### src/rtl/bls_pkg.sv
package bls_pkg;
   typedef enum logic [1:0] {
      SZ_BYTE = 2'd0,
      SZ_HALF = 2'd1,
      SZ_WORD = 2'd2,
      SZ_BAD  = 2'd3
   } xfer_size_e;
endpackage

### src/rtl/bls_mode_hold.sv
module bls_mode_hold (
   input  logic clk,
   input  logic rst_n,
   input  logic mode_i,
   input  logic hold_i,
   output logic mode_o
);
   logic mode_q;
   logic past_ok;

   assign mode_o = hold_i ? mode_q : mode_i;

   always_ff @(posedge clk or negedge rst_n) begin
      if (!rst_n) begin
         mode_q  <= 1'b0;
         past_ok <= 1'b0;
      end else begin
         mode_q  <= mode_o;
         past_ok <= 1'b1;
      end
   end


   mode_frozen_chk: assert property (@(posedge clk) disable iff (!rst_n)
      (past_ok && hold_i && $past(hold_i)) |-> $stable(mode_o));
endmodule

### src/rtl/bls_lane_map.sv
module bls_lane_map
   import bls_pkg::*;
#(
   parameter int LANES  = 4,
   parameter int BYTE_W = 8,
   localparam int OFF_W = $clog2(LANES),
   localparam int DW    = LANES * BYTE_W
) (
   input  logic             big_i,
   input  logic [1:0]       size_i,
   input  logic [OFF_W-1:0] off_i,
   input  logic [DW-1:0]    data_i,
   output logic [DW-1:0]    data_o,
   output logic [LANES-1:0] be_o,
   output logic [OFF_W-1:0] roff_o,
   output logic             err_o
);
   xfer_size_e       sz;
   int               nb;
   logic [OFF_W-1:0] amask;
   logic [OFF_W-1:0] lane_x;
   logic [OFF_W-1:0] reg_x;
   logic [OFF_W-1:0] lane;

   always_comb begin
      sz = xfer_size_e'(size_i);
      case (sz)
         SZ_BYTE: nb = 1;
         SZ_HALF: nb = 2;
         SZ_WORD: nb = LANES;
         default: nb = 0;
      endcase
      amask  = (nb > 0) ? OFF_W'(nb - 1) : '0;
      err_o  = (sz == SZ_BAD) || ((off_i & amask) != '0);
      lane_x = (big_i && sz != SZ_WORD) ? OFF_W'(LANES - 1) : '0;
      case (sz)
         SZ_BYTE: reg_x = big_i ? OFF_W'(LANES - 1) : '0;
         SZ_HALF: reg_x = big_i ? OFF_W'(LANES - 2) : '0;
         default: reg_x = '0;
      endcase
      roff_o = err_o ? off_i : (off_i ^ reg_x);
      data_o = '0;
      be_o   = '0;
      lane   = '0;
      if (!err_o) begin
         for (int i = 0; i < LANES; i++) begin
            if (i < nb) begin
               lane = (off_i + OFF_W'(i)) ^ lane_x;
               data_o[int'(lane)*BYTE_W +: BYTE_W] = data_i[i*BYTE_W +: BYTE_W];
               be_o[lane] = 1'b1;
            end
         end
      end
   end
endmodule

### src/rtl/bls_out_stage.sv
module bls_out_stage #(
   parameter int  W       = 8,
   parameter bit  OUT_REG = 1'b1
) (
   input  logic         clk,
   input  logic         rst_n,
   input  logic         vld_i,
   input  logic [W-1:0] pay_i,
   output logic         vld_o,
   output logic [W-1:0] pay_o
);
   generate
      if (OUT_REG) begin : g_reg
         logic         vld_q;
         logic [W-1:0] pay_q;
         logic         past_ok;
         always_ff @(posedge clk or negedge rst_n) begin
            if (!rst_n) begin
               vld_q   <= 1'b0;
               pay_q   <= '0;
               past_ok <= 1'b0;
            end else begin
               vld_q   <= vld_i;
               pay_q   <= pay_i;
               past_ok <= 1'b1;
            end
         end
         assign vld_o = vld_q;
         assign pay_o = pay_q;


         one_cycle_lat_chk: assert property (@(posedge clk) disable iff (!rst_n)
            past_ok |-> (vld_o == $past(vld_i)) && (pay_o == $past(pay_i)));
      end else begin : g_wire
         assign vld_o = vld_i;
         assign pay_o = pay_i;
      end
   endgenerate
endmodule

### src/rtl/byte_lane_steer.sv
module byte_lane_steer
   import bls_pkg::*;
#(
   parameter int LANES   = 4,
   parameter int BYTE_W  = 8,
   parameter bit OUT_REG = 1'b1,
   localparam int OFF_W  = $clog2(LANES),
   localparam int DW     = LANES * BYTE_W,
   localparam int PAY_W  = 1 + OFF_W + LANES + DW
) (
   input  logic             clk,
   input  logic             rst_n,
   input  logic             big_mode_i,
   input  logic             xfer_open_i,
   input  logic             req_valid_i,
   input  logic [OFF_W-1:0] req_off_i,
   input  logic [1:0]       req_size_i,
   input  logic [DW-1:0]    req_data_i,
   output logic             out_valid_o,
   output logic [DW-1:0]    lane_data_o,
   output logic [LANES-1:0] lane_be_o,
   output logic [OFF_W-1:0] reg_off_o,
   output logic             misalign_o
);
   generate
      if (LANES != 4) begin : g_bad_lanes
         $error("byte_lane_steer: LANES must be 4");
      end
      if (BYTE_W < 1) begin : g_bad_byte
         $error("byte_lane_steer: BYTE_W must be positive");
      end
   endgenerate

   logic             mode_eff;
   logic [DW-1:0]    map_data;
   logic [LANES-1:0] map_be;
   logic [OFF_W-1:0] map_roff;
   logic             map_err;
   logic [PAY_W-1:0] pay_in;
   logic [PAY_W-1:0] pay_out;

   bls_mode_hold u_mode (
      .clk    (clk),
      .rst_n  (rst_n),
      .mode_i (big_mode_i),
      .hold_i (xfer_open_i),
      .mode_o (mode_eff)
   );

   bls_lane_map #(.LANES(LANES), .BYTE_W(BYTE_W)) u_map (
      .big_i  (mode_eff),
      .size_i (req_size_i),
      .off_i  (req_off_i),
      .data_i (req_data_i),
      .data_o (map_data),
      .be_o   (map_be),
      .roff_o (map_roff),
      .err_o  (map_err)
   );

   assign pay_in = req_valid_i ? {map_err, map_roff, map_be, map_data} : '0;

   bls_out_stage #(.W(PAY_W), .OUT_REG(OUT_REG)) u_out (
      .clk   (clk),
      .rst_n (rst_n),
      .vld_i (req_valid_i),
      .pay_i (pay_in),
      .vld_o (out_valid_o),
      .pay_o (pay_out)
   );

   assign {misalign_o, reg_off_o, lane_be_o, lane_data_o} = pay_out;


   word_pass_chk: assert property (@(posedge clk) disable iff (!rst_n)
      (req_size_i == SZ_WORD && req_off_i == '0) |->
         (map_data == req_data_i) && (&map_be) && (map_roff == '0));

   byte_one_lane_chk: assert property (@(posedge clk) disable iff (!rst_n)
      (req_size_i == SZ_BYTE) |-> $onehot0(map_be) && $countones(map_be) == 1);

   half_two_lane_chk: assert property (@(posedge clk) disable iff (!rst_n)
      (req_size_i == SZ_HALF && !req_off_i[0]) |-> $countones(map_be) == 2);

   misalign_quiet_chk: assert property (@(posedge clk) disable iff (!rst_n)
      map_err |-> (map_be == '0) && (map_data == '0));

   idle_no_be_chk: assert property (@(posedge clk) disable iff (!rst_n)
      !out_valid_o |-> (lane_be_o == '0));
endmodule

### config.mk
export PLATFORM = sky130hd
export DESIGN_NAME = byte_lane_steer
export DESIGN_NICKNAME = d
export VERILOG_FILES = /design/src/rtl/bls_pkg.sv /design/src/rtl/bls_mode_hold.sv /design/src/rtl/bls_lane_map.sv /design/src/rtl/bls_out_stage.sv /design/src/rtl/byte_lane_steer.sv
export SDC_FILE = /design/constraint.sdc
export NUM_CORES = 1
export LEC_CHECK = 0
export ABC_AREA = 1
export BUFFER_PORTS_ARGS = -buffer_cell sky130_fd_sc_hd__buf_2
export CAP_MARGIN = 20
export CORE_MARGIN = 5
export CORE_UTILIZATION = 37
export DETAILED_ROUTE_END_ITERATION = 16
export PLACE_DENSITY = 0.57
export SLEW_MARGIN = 15
export SYNTH_ARGS = -nofsm -noshare
export SYNTH_HDL_FRONTEND = slang
export SYNTH_HIERARCHICAL = 1
export SYNTH_SLANG_ARGS = --single-unit
### constraint.sdc
create_clock -name clk -period 2.95 [get_ports clk]
set_clock_uncertainty 0.1 [all_clocks]
set_input_delay 0.295 -clock clk [delete_from_list [all_inputs] [get_ports clk]]
set_output_delay 0.295 -clock clk [all_outputs]
set_load 0.005 [all_outputs]
[Yosys cells after proc, flatten, opt, wreduce, memory -nomap -nowiden]
Index checks and enable logic that the tools add are counted.
Cells by class
  add/subtract/negate cells: 8
  magnitude comparators: 13
  equality and inequality tests: 4
  shift operators: 8
  muxes and demuxes: 36
  bitwise gates (word level): 10
  reduce and logical (&&, ||, !) cells: 8
Operators with widths (count)
  $mux 32: 8
  $neg 5->33: 4
  $shift 8x33->32 const A: 4
  $shiftx 8x33->32: 4
  $bwmux 32: 3
  $mux 39: 1
  $and 32x32->32: 1
  $mux 4: 8
  $lt 2x3->1 const B: 4
  $or 4x4->4: 3
  $mux 2: 5
  $xor 2x2->2: 5
  $pmux 3 s3: 1
  $demux 1 s2: 4
  $ge 2x1->1 const B: 4
  $lt 1x3->1 const A: 2
  $lt 2x3->1 const A: 2
  $logic_and 1x1->1: 5
  $mux 1: 5
  $add 2x2->2 const B: 2
  $eq 2x2->1 const B: 2
  $pmux 2 s2: 1
  $gt 3x1->1 const B: 1
  $add 2x1->2 const B: 1
  other kinds (7): 7
Storage, ports and cells
  bits in registers: 41
  output and inout bits: 40

[Longest topological paths before layout]
Gate-level depths: netlist of run 1.
  depth in word-level cells: 20
  gate-level depth with buffers: 19
  depth with buffers taken out: 18

[Modules after synthesis]
Netlist of run 1, hierarchy kept.
Modules (own cells, without submodules)
  bls_lane_map: times used 1, cells each 539, area each 2721.4 sq um, sequential area each 0.0 sq um
  bls_out_stage: times used 1, cells each 40, area each 1001.0 sq um, sequential area each 1001.0 sq um
  byte_lane_steer: times used 1, cells each 82, area each 321.6 sq um, sequential area each 0.0 sq um
  bls_mode_hold: times used 1, cells each 5, area each 40.0 sq um, sequential area each 25.0 sq um

[Worst setup path before layout of run 1]
OpenSTA, ideal clock, no wires.
  path kind: input port to flip-flop
  start: input req_size_i[0]
  end: register u_out.g_reg.pay_q[22], in the netlist u_out/pay_o[22]
  setup time: 0.063 ns
  arrival: 2.840 ns
  data required time: 2.787 ns
  path slack: -0.053 ns
  stages: 19
  path buffers: 3
  path through: inv_1 ha_1 inv_1 nand2_2 nand2_2 nand2_4 buf_4 xor2_1 inv_1 ha_1 buf_2 nor2_4 buf_2 nand3_1 a21oi_1 nand3_1 a21oi_1 nand2_1 inv_1
Between the ends
  longest elaborated chain between the ends: 19
  elaborated cells on any way between the ends: 47
  classes of those cells: 5 x add/sub; 5 x order compare; 4 x eq/ne; 8 x shift; 15 x mux; 6 x bitwise; 4 x reduce/logical
RTL lines
  start, declared: line byte_lane_steer.sv:17  | input logic [1:0] req_size_i,
  $ne 2x2->1: line bls_lane_map.sv:35  | lane_x = (big_i && sz != SZ_WORD) ? OFF_W'(LANES - 1) : '0;
  $logic_and 1x1->1: line bls_lane_map.sv:35
  $mux 2: line bls_lane_map.sv:35
  $xor 2x2->2: line bls_lane_map.sv:48  | lane = (off_i + OFF_W'(i)) ^ lane_x;
  $neg 5->33: line bls_lane_map.sv:49  | data_o[int'(lane)*BYTE_W +: BYTE_W] = data_i[i*BYTE_W +: BYTE_W];
  $shiftx 8x33->32 / $shift 8x33->32 (equally long branches): line bls_lane_map.sv:49
  $and 32x32->32 (no source line)
  $mux 32: line bls_lane_map.sv:47  | if (i < nb) begin
  [5 not listed]
  $mux 32: line bls_lane_map.sv:47
  $mux 32: line bls_lane_map.sv:45  | if (!err_o) begin
  $bwmux 32: line bls_lane_map.sv:49
  $mux 32: line bls_lane_map.sv:47
  $mux 32 (*): line bls_lane_map.sv:45
  net map_data[22]: line byte_lane_steer.sv:35  | logic [DW-1:0] map_data;
  $mux 39 (*): line byte_lane_steer.sv:61  | assign pay_in = req_valid_i ? {map_err, map_roff, map_be, map_data} : '0;
  net pay_in[22]: line byte_lane_steer.sv:39  | logic [PAY_W-1:0] pay_in;
  end signal, assigned: line bls_out_stage.sv:24  | pay_q <= pay_i;
  end, declared: line bls_out_stage.sv:15  | logic [W-1:0] pay_q;
The timed path passes the listed nets; every way through them passes the cells marked *. The select of a mux whose other input is x is not followed.

[Worst setup path after layout of run 1]
  start: register u_mode.mode_q
  end: register u_out.g_reg.pay_q[7], in the netlist u_out/pay_o[7]
Between the ends
  longest elaborated chain between the ends: 19
  elaborated cells on any way between the ends: 32
  classes of those cells: 4 x add/sub; 8 x shift; 14 x mux; 5 x bitwise; 1 x reduce/logical
RTL lines
  start, declared: line bls_mode_hold.sv:8  | logic mode_q;
  start signal, assigned: line bls_mode_hold.sv:18  | mode_q <= mode_o;
  $mux 1 (*): line bls_mode_hold.sv:11  | assign mode_o = hold_i ? mode_q : mode_i;
  net mode_eff: line byte_lane_steer.sv:34  | logic mode_eff;
  $logic_and 1x1->1 (*): line bls_lane_map.sv:35
  $mux 2 (*): line bls_lane_map.sv:35
  $xor 2x2->2: line bls_lane_map.sv:48
  $neg 5->33: line bls_lane_map.sv:49
  $shiftx 8x33->32 / $shift 8x33->32 (equally long branches): line bls_lane_map.sv:49
  $and 32x32->32 (no source line)
  [6 not listed]
  $mux 32: line bls_lane_map.sv:47
  $mux 32: line bls_lane_map.sv:45
  $bwmux 32: line bls_lane_map.sv:49
  $mux 32 (*): line bls_lane_map.sv:47
  $mux 32 (*): line bls_lane_map.sv:45
  net map_data[7]: line byte_lane_steer.sv:35
  $mux 39 (*): line byte_lane_steer.sv:61
  net pay_in[7]: line byte_lane_steer.sv:39
Marked as above.

==> results of run 1 <==
## report_power, final
group / internal, µW / switching (µW)
Combinational: 289 / 591
Sequential: 593 / 7.18
Clock: 211 / 174
Total: 1090 / 772
## cell usage in the layout, fill, tap and decap left out, drive strengths merged
cell type	netlist	final
buf	25	106
a22oi	1	1
nand4	17	17
clkinv	3	3
a21oi	65	65
nor2	63	63
inv	86	86
clkbuf	6	7
ha	34	34
o21ai	21	21
nand2	208	208
a31oi	3	3
nand3	86	86
or2	1	1
clkinvlp	0	1
xor2	6	6
dfrtp	41	41
## final cells by class
cell class                 instances  area, µm²  area share [%]
tap                              140        175            3.62
clock buffer                       7       96.3            1.99
sequential                        41       1030            21.2
multi-input combinational        505       2590            53.5
clock inverter                     1       5.00           0.103
inverter                          89        338            6.98
timing repair buffer             106        612            12.6
## routing by layer
layer	routed length, µm	track usage (%)	share of wire, %	vias to the layer above
met5	0	0	0	-
met4	238	6.18	1.7	0
met3	688	1.26	5.0	15
li1	-	-	-	2271
met2	5790	31.2	42	142
met1	7140	33.5	52	1990
## worst max-delay path, delay by kind of cell, from the launching register on
kind,cells,cell delay [ns]
compound gates,1,0.22
xor+xnor,1,0.21
fa+ha+maj,1,0.19
buf+inv,3,0.43
flops,1,0.37
simple gates,11,1.11
## what timing repair did
action | 4_1_cts | 5_1_grt
resized for setup | 0 | 8
setup endpoints to repair | 0 | 31
buffers inserted | 0 | 2
## flip-flops by register name, summed over array words and instances, names as in the netlist
register	cells
u_out/vld_o	1
u_mode/mode_q	1
u_out/pay_o	39
## through the flow
step / util (%) / hold WS, ns
6_report: 44.6 / 0.00554
5_1_grt: 44.6 / 0.105
4_1_cts: 44.1 / 0.0401
3_5_place_dp: 43.2 / 0.358
3_3_place_gp: 43.2 / 0.346
2_1_floorplan: - / -0.101
## logic make-up (layout without fill, tap and decap cells)
| kind of cell | after synthesis | count (layout) | share of synthesized area [%] |
|---|---|---|---|
| and+or+nand+nor | 375 | 375 | 39.7 |
| buffers and inverters | 120 | 203 | 12.3 |
| AOI/OAI and AO/OA | 90 | 90 | 11.2 |
| DFF | 41 | 41 | 25.1 |
| adders and majority gates | 34 | 34 | 10.4 |
| xor gates and xnor gates | 6 | 6 | 1.29 |
## worst paths after layout
path                       slack, ns  cells past startpoint               startpoint                   endpoint
min in group clk                0.21                      3               big_mode_i    u_mode/mode_q$_DFF_PN0_
hold reg to reg                 0.45                      2  u_mode/mode_q$_DFF_PN0_    u_mode/mode_q$_DFF_PN0_
setup / recovery                0.27                     17  u_mode/mode_q$_DFF_PN0_   u_out/pay_o[7]$_DFF_PN0_
hold / removal                 0.006                      1                    rst_n  u_out/pay_o[36]$_DFF_PN0_
setup reg to reg                0.27                     17  u_mode/mode_q$_DFF_PN0_   u_out/pay_o[7]$_DFF_PN0_
max in group asynchronous       2.20                      1                    rst_n  u_out/pay_o[20]$_DFF_PN0_
==> metrics.txt, run 1 <==
critical path class=flop to flop; FFs w/ async S/R, synth=100%; Root Driver=clkbuf_8; Routed Antenna Nets=0; Overall Global Routing Usage=a little over a fifth; GPL Wtd Cong=slightly above 1; Fin Setup TNS=0 ns; area delta synth->final=18.5%; most frequent cell after synthesis=nand2_1; Wirelength per Cell=15.6 µm; FILL cells=roughly 1200; post-synth cell types=25; P per Cell Area=386 nW/µm²; # setup viols final=0; vias=4418; Syn. warnings=6; 1st-pass router iterations=7; Yosys top cell area share=25.1%; Core Area=10800 µm²; Leakage=0.00275 µW; Synth Flop Type=dfrtp_1; Placed Cells=879; startpoint types=flop; FMAX=374 MHz; Std-Cell Rows=38; clock tree buffer depth=2; Slowest Stage Delay on Critical Path=0.37 ns; ranking of synthesized cells by area=dfrtp_1 25%, nand2_1 19%, ha_1 10%, nand3_1 10%, a21oi_1 8.0%; vias in the first global route=~4200; Yosys reg bits=around 40; Critical Path Sink Type=flop; Slew HR=43.4%; number of synthesized flops with an enable pin=0; die area=13200 µm²; post-route total power=between 1500 and 2000 µW; fin cells=889; CP Data Arrival Time=2.80 ns; Max IR drop VDD=between 200 and 300 µV; CTS Buf Count=5; Req. time, crit path=3.07 ns; syn_area_per_cell=6.13 µm²; clk_lat worst skew=roughly 0.29 ns; starting density of the core=37.7%; pre-CTS setup slack=just over 0.008 ns; antenna violations before repair=0; Post-Synthesis Net Count=741; hpwl dp=11200 µm; Final period util=90.7%; initial drt markers=slightly below 400; CTS HTree Levels=2; RSZ-0062 raised after global routing=no; register area share after synthesis=25.1%; cell mode on critical path=nand2_1; slowest CP cell=dfrtp_1; Finished Cell Area=4840 µm²; CTS tree=done; synth cell count leaders=205 x nand2_1, 85 x inv_1, 85 x nand3_1, 65 x a21oi_1, 52 x nor2_1; # DRC=0; number of I/O port buffers=80; pins over their slew limit=0; first-pass GRT wire length=22400 µm; GRT overflow=0; final hold vios=0; Period minus WS final=2.68 ns; DIE WIDTH=between 100 and 150 µm; Max Fanout on Critical Path=9; cell count after synthesis=roughly 670; Inserted Diodes=0; Final #Nets=just over 800; Placed Area=between 4000 and 5000 µm²; final worst slack=roughly 0.27 ns; die height=115 µm; DR vias/cell=4.97; area leader, netlist=dfrtp_1; Max Cap Viol=0; Num Clock Sinks=a little over 40; critical path, cell by cell=nand2_1, nand2_2, nand2_2, nand2_2, nand2_4, xor2_4, inv_1, ha_1, nand2_1, clkinvlp_4, a21oi_1, nand2_1, nand2_1, nand2_1, nor2_1, nand2_1, inv_1; status=completed; post-synth design cell area=4080 µm²; Worst Tran Pin Value=0.848 ns; fraction of layout instances using a drive strength above 1=18.2%; largest net degree at the start of global routing=~50; Min-Delay Path Class=input pin to async pin; I/O pin count=81; Clock transition at path regs=0.07 ns; drt total wl=13900 µm; Hold-fix buffers, CTS=0
Power figures use the tool's default switching activity.
==> run 2: changes to the inputs <==
--- a/config.mk
+++ b/config.mk
@@ -9,9 +9,9 @@
 export BUFFER_PORTS_ARGS = -buffer_cell sky130_fd_sc_hd__buf_2
 export CAP_MARGIN = 20
 export CORE_MARGIN = 5
-export CORE_UTILIZATION = 37
+export CORE_UTILIZATION = 51
 export DETAILED_ROUTE_END_ITERATION = 16
-export PLACE_DENSITY = 0.57
+export PLACE_DENSITY = 0.75
 export SLEW_MARGIN = 15
 export SYNTH_ARGS = -nofsm -noshare
 export SYNTH_HDL_FRONTEND = slang
==> metrics.txt, run 2 (synthesis gave the netlist of run 1 again) <==
status=completed (unchanged); starting density of the core=52.6% (was 37.7%); post-route total power=1930 µW (was 1870 µW); DIE WIDTH=99.5 µm (was 115 µm); Critical Path Sink Type=flop (unchanged); Max Cap Viol=0 (unchanged); 1st-pass router iterations=7 (unchanged); critical path class=flop to flop (unchanged); antenna violations before repair=0 (unchanged); commonest cells after routing, fill and taps aside=201 x nand2_1, 85 x inv_1, 85 x nand3_1, 80 x buf_2, 65 x a21oi_1 (was 203 x nand2_1, 85 x inv_1, 85 x nand3_1, 80 x buf_2, 65 x a21oi_1); reg2reg end=u_out/pay_o[5]$_DFF_PN0_ (was u_out/pay_o[7]$_DFF_PN0_); Min-Delay Path Class=input pin to async pin (unchanged); Core Area=7770 µm² (was 10800 µm²); vias in the first global route=3841 (was 4172); Num Clock Sinks=41 (unchanged); Period minus WS final=2.74 ns (was 2.68 ns); commonest non-fill, non-tap cell in the layout=nand2_1 (unchanged); Std-Cell Rows=32 (was 38); Final period util=93.0% (was 90.7%); Largest register FFs=39 (unchanged); vias=4469 (was 4418); Leakage=0.00273 µW (was 0.00275 µW); pre-CTS setup slack=0.0233 ns (was 0.00821 ns); P per Cell Area=402 nW/µm² (was 386 nW/µm²); Slowest Stage Delay on Critical Path=0.37 ns (about the same); GRT overflow=0 (unchanged); FF-to-FF Start=u_mode/mode_q$_DFF_PN0_ (unchanged); area delta synth->final=17.4% (was 18.5%); Clock transition at path regs=0.07 ns (about the same); I/O pin count=81 (unchanged); cell mode on critical path=nand2_1 (unchanged); clock tree buffer depth=2 (unchanged); Inserted Diodes=0 (unchanged); CP Data Arrival Time=2.87 ns (was 2.80 ns); CTS Buf Count=5 (unchanged); Wirelength per Cell=14.7 µm (was 15.6 µm); FMAX=365 MHz (was 374 MHz); number of I/O port buffers=80 (unchanged); die area=9900 µm² (was 13200 µm²); slowest CP cell=dfrtp_1 (unchanged); largest net degree at the start of global routing=50 (was 51); final worst slack=0.208 ns (was 0.275 ns); GPL Wtd Cong=0.969 (was 1.01); Hold-fix buffers, CTS=0 (unchanged); Routed Antenna Nets=0 (unchanged); fraction of layout instances using a drive strength above 1=18.3% (was 18.2%); Req. time, crit path=3.08 ns (was 3.07 ns); initial drt markers=469 (was 388); # DRC=0 (unchanged); CTS HTree Levels=2 (unchanged); FILL cells=773 (was 1196); startpoint types=flop (unchanged); Worst R2R Path Depth=13 (was 17); Final #Nets=819 (was 823); pins over their slew limit=0 (unchanged); final hold vios=0 (unchanged); RSZ-0062 raised after global routing=no (unchanged); Max Fanout on Critical Path=8 (was 9); # setup viols final=0 (unchanged); drt total wl=12400 µm (was 13900 µm); DR vias/cell=5.28 (was 4.97); Overall Global Routing Usage=24.7% (was 21.3%); Finished Cell Area=4790 µm² (was 4840 µm²); Slew HR=42.6% (was 43.4%); Root Driver=clkbuf_8 (unchanged); critical path, cell by cell=nand2_1, nand2_1, nand2_2, nand2_2, nand2_4, xor2_1, ha_1, nand4_1, o21ai_0, a21oi_1, nor2_1, nand2_1, inv_1 (was nand2_1, nand2_2, nand2_2, nand2_2, nand2_4, xor2_4, inv_1, ha_1, nand2_1, clkinvlp_4, a21oi_1, nand2_1, nand2_1, nand2_1, nor2_1, nand2_1, inv_1); CTS tree=done (unchanged); Max IR drop VDD=270 µV (was 260 µV); hold slack=0.00572 ns (was 0.00554 ns); Placed Area=4600 µm² (was 4680 µm²); r2r setup slk=0.21 ns (was 0.27 ns); first-pass GRT wire length=19700 µm (was 22400 µm); clk_lat worst skew=0.29 ns (about the same); die height=99.5 µm (was 115 µm); Fin Setup TNS=0 ns (unchanged); Worst Tran Pin Value=0.861 ns (was 0.848 ns); hpwl dp=9900 µm (was 11200 µm)
==> run 2: cell count changes in the layout (fill, tap and decap cells not counted), sizes merged <==
cell and delta:
clkbuf -1, clkinv -1, bufinv +1, buf -5, clkinvlp +2
==> run 2: per-stage QoR <==
step,cells,util (%)
floorplan,666,-
global placement,837,59.2
detailed placement,837,59.2
CTS,845,60.8
global route,847,61.7
finish,847,61.7
==> run 2: per-layer routing <==
| layer | vias up | track usage [%] | part of all wire [%] |
|---|---|---|---|
| met5 | - | 0 | 0 |
| met4 | 0 | 7.46 | 2.2 |
| met3 | 26 | 3.51 | 9.4 |
| met2 | 262 | 36.6 | 43 |
| met1 | 1919 | 37.1 | 46 |
| li1 | 2262 | - | - |
==> run 2: timing repair <==
action                                  in CTS  in global routing
endpoints found under the setup margin       0                 28
buffers inserted                             0                  1
resized for setup                            0                 11
==> run 2: area by class of cell <==
| type | instances | area [µm²] | share of cell area (%) |
|---|---|---|---|
| clock buffer | 6 | 82.6 | 1.72 |
| clock inverter | 2 | 37.5 | 0.783 |
| timing repair buffer | 101 | 571 | 11.9 |
| tap | 102 | 128 | 2.66 |
| sequential | 41 | 1030 | 21.4 |
| timing repair inverter | 1 | 7.51 | 0.157 |
| inverter | 89 | 338 | 7.05 |
| multi-input combinational | 505 | 2600 | 54.3 |
==> run 2: worst max-delay path: cells and delay by family, from the launching register on <==
kind                     cells  cell delay [ns]
adder cells (fa/ha/maj)      1             0.37
XOR/XNOR                     1             0.32
AND/OR/NAND/NOR              8             1.03
flip-flops                   1             0.37
buffers and inverters        1             0.08
AO/OA/AOI/OAI                2             0.40
==> run 2: worst max path at each step <==
stage                                  from                   endpoint  cells after the start
floorplan                     req_size_i[0]  u_out/pay_o[22]$_DFF_PN0_                     19
global placement              req_size_i[0]  u_out/pay_o[21]$_DFF_PN0_                     17
detailed placement            req_size_i[0]  u_out/pay_o[23]$_DFF_PN0_                     17
CTS                 u_mode/mode_q$_DFF_PN0_  u_out/pay_o[23]$_DFF_PN0_                     15
global route        u_mode/mode_q$_DFF_PN0_  u_out/pay_o[24]$_DFF_PN0_                     15
finish              u_mode/mode_q$_DFF_PN0_   u_out/pay_o[5]$_DFF_PN0_                     13
==> run 2: power by group <==
| group | internal, µW | switching, µW | leakage (µW) | total [µW] |
|---|---|---|---|---|
| Clock | 275 | 183 | 0.0000574 | 457 |
| Combinational | 289 | 580 | 0.00212 | 869 |
| Sequential | 593 | 7.33 | 0.000556 | 600 |
| Total | 1160 | 770 | 0.00273 | 1930 |
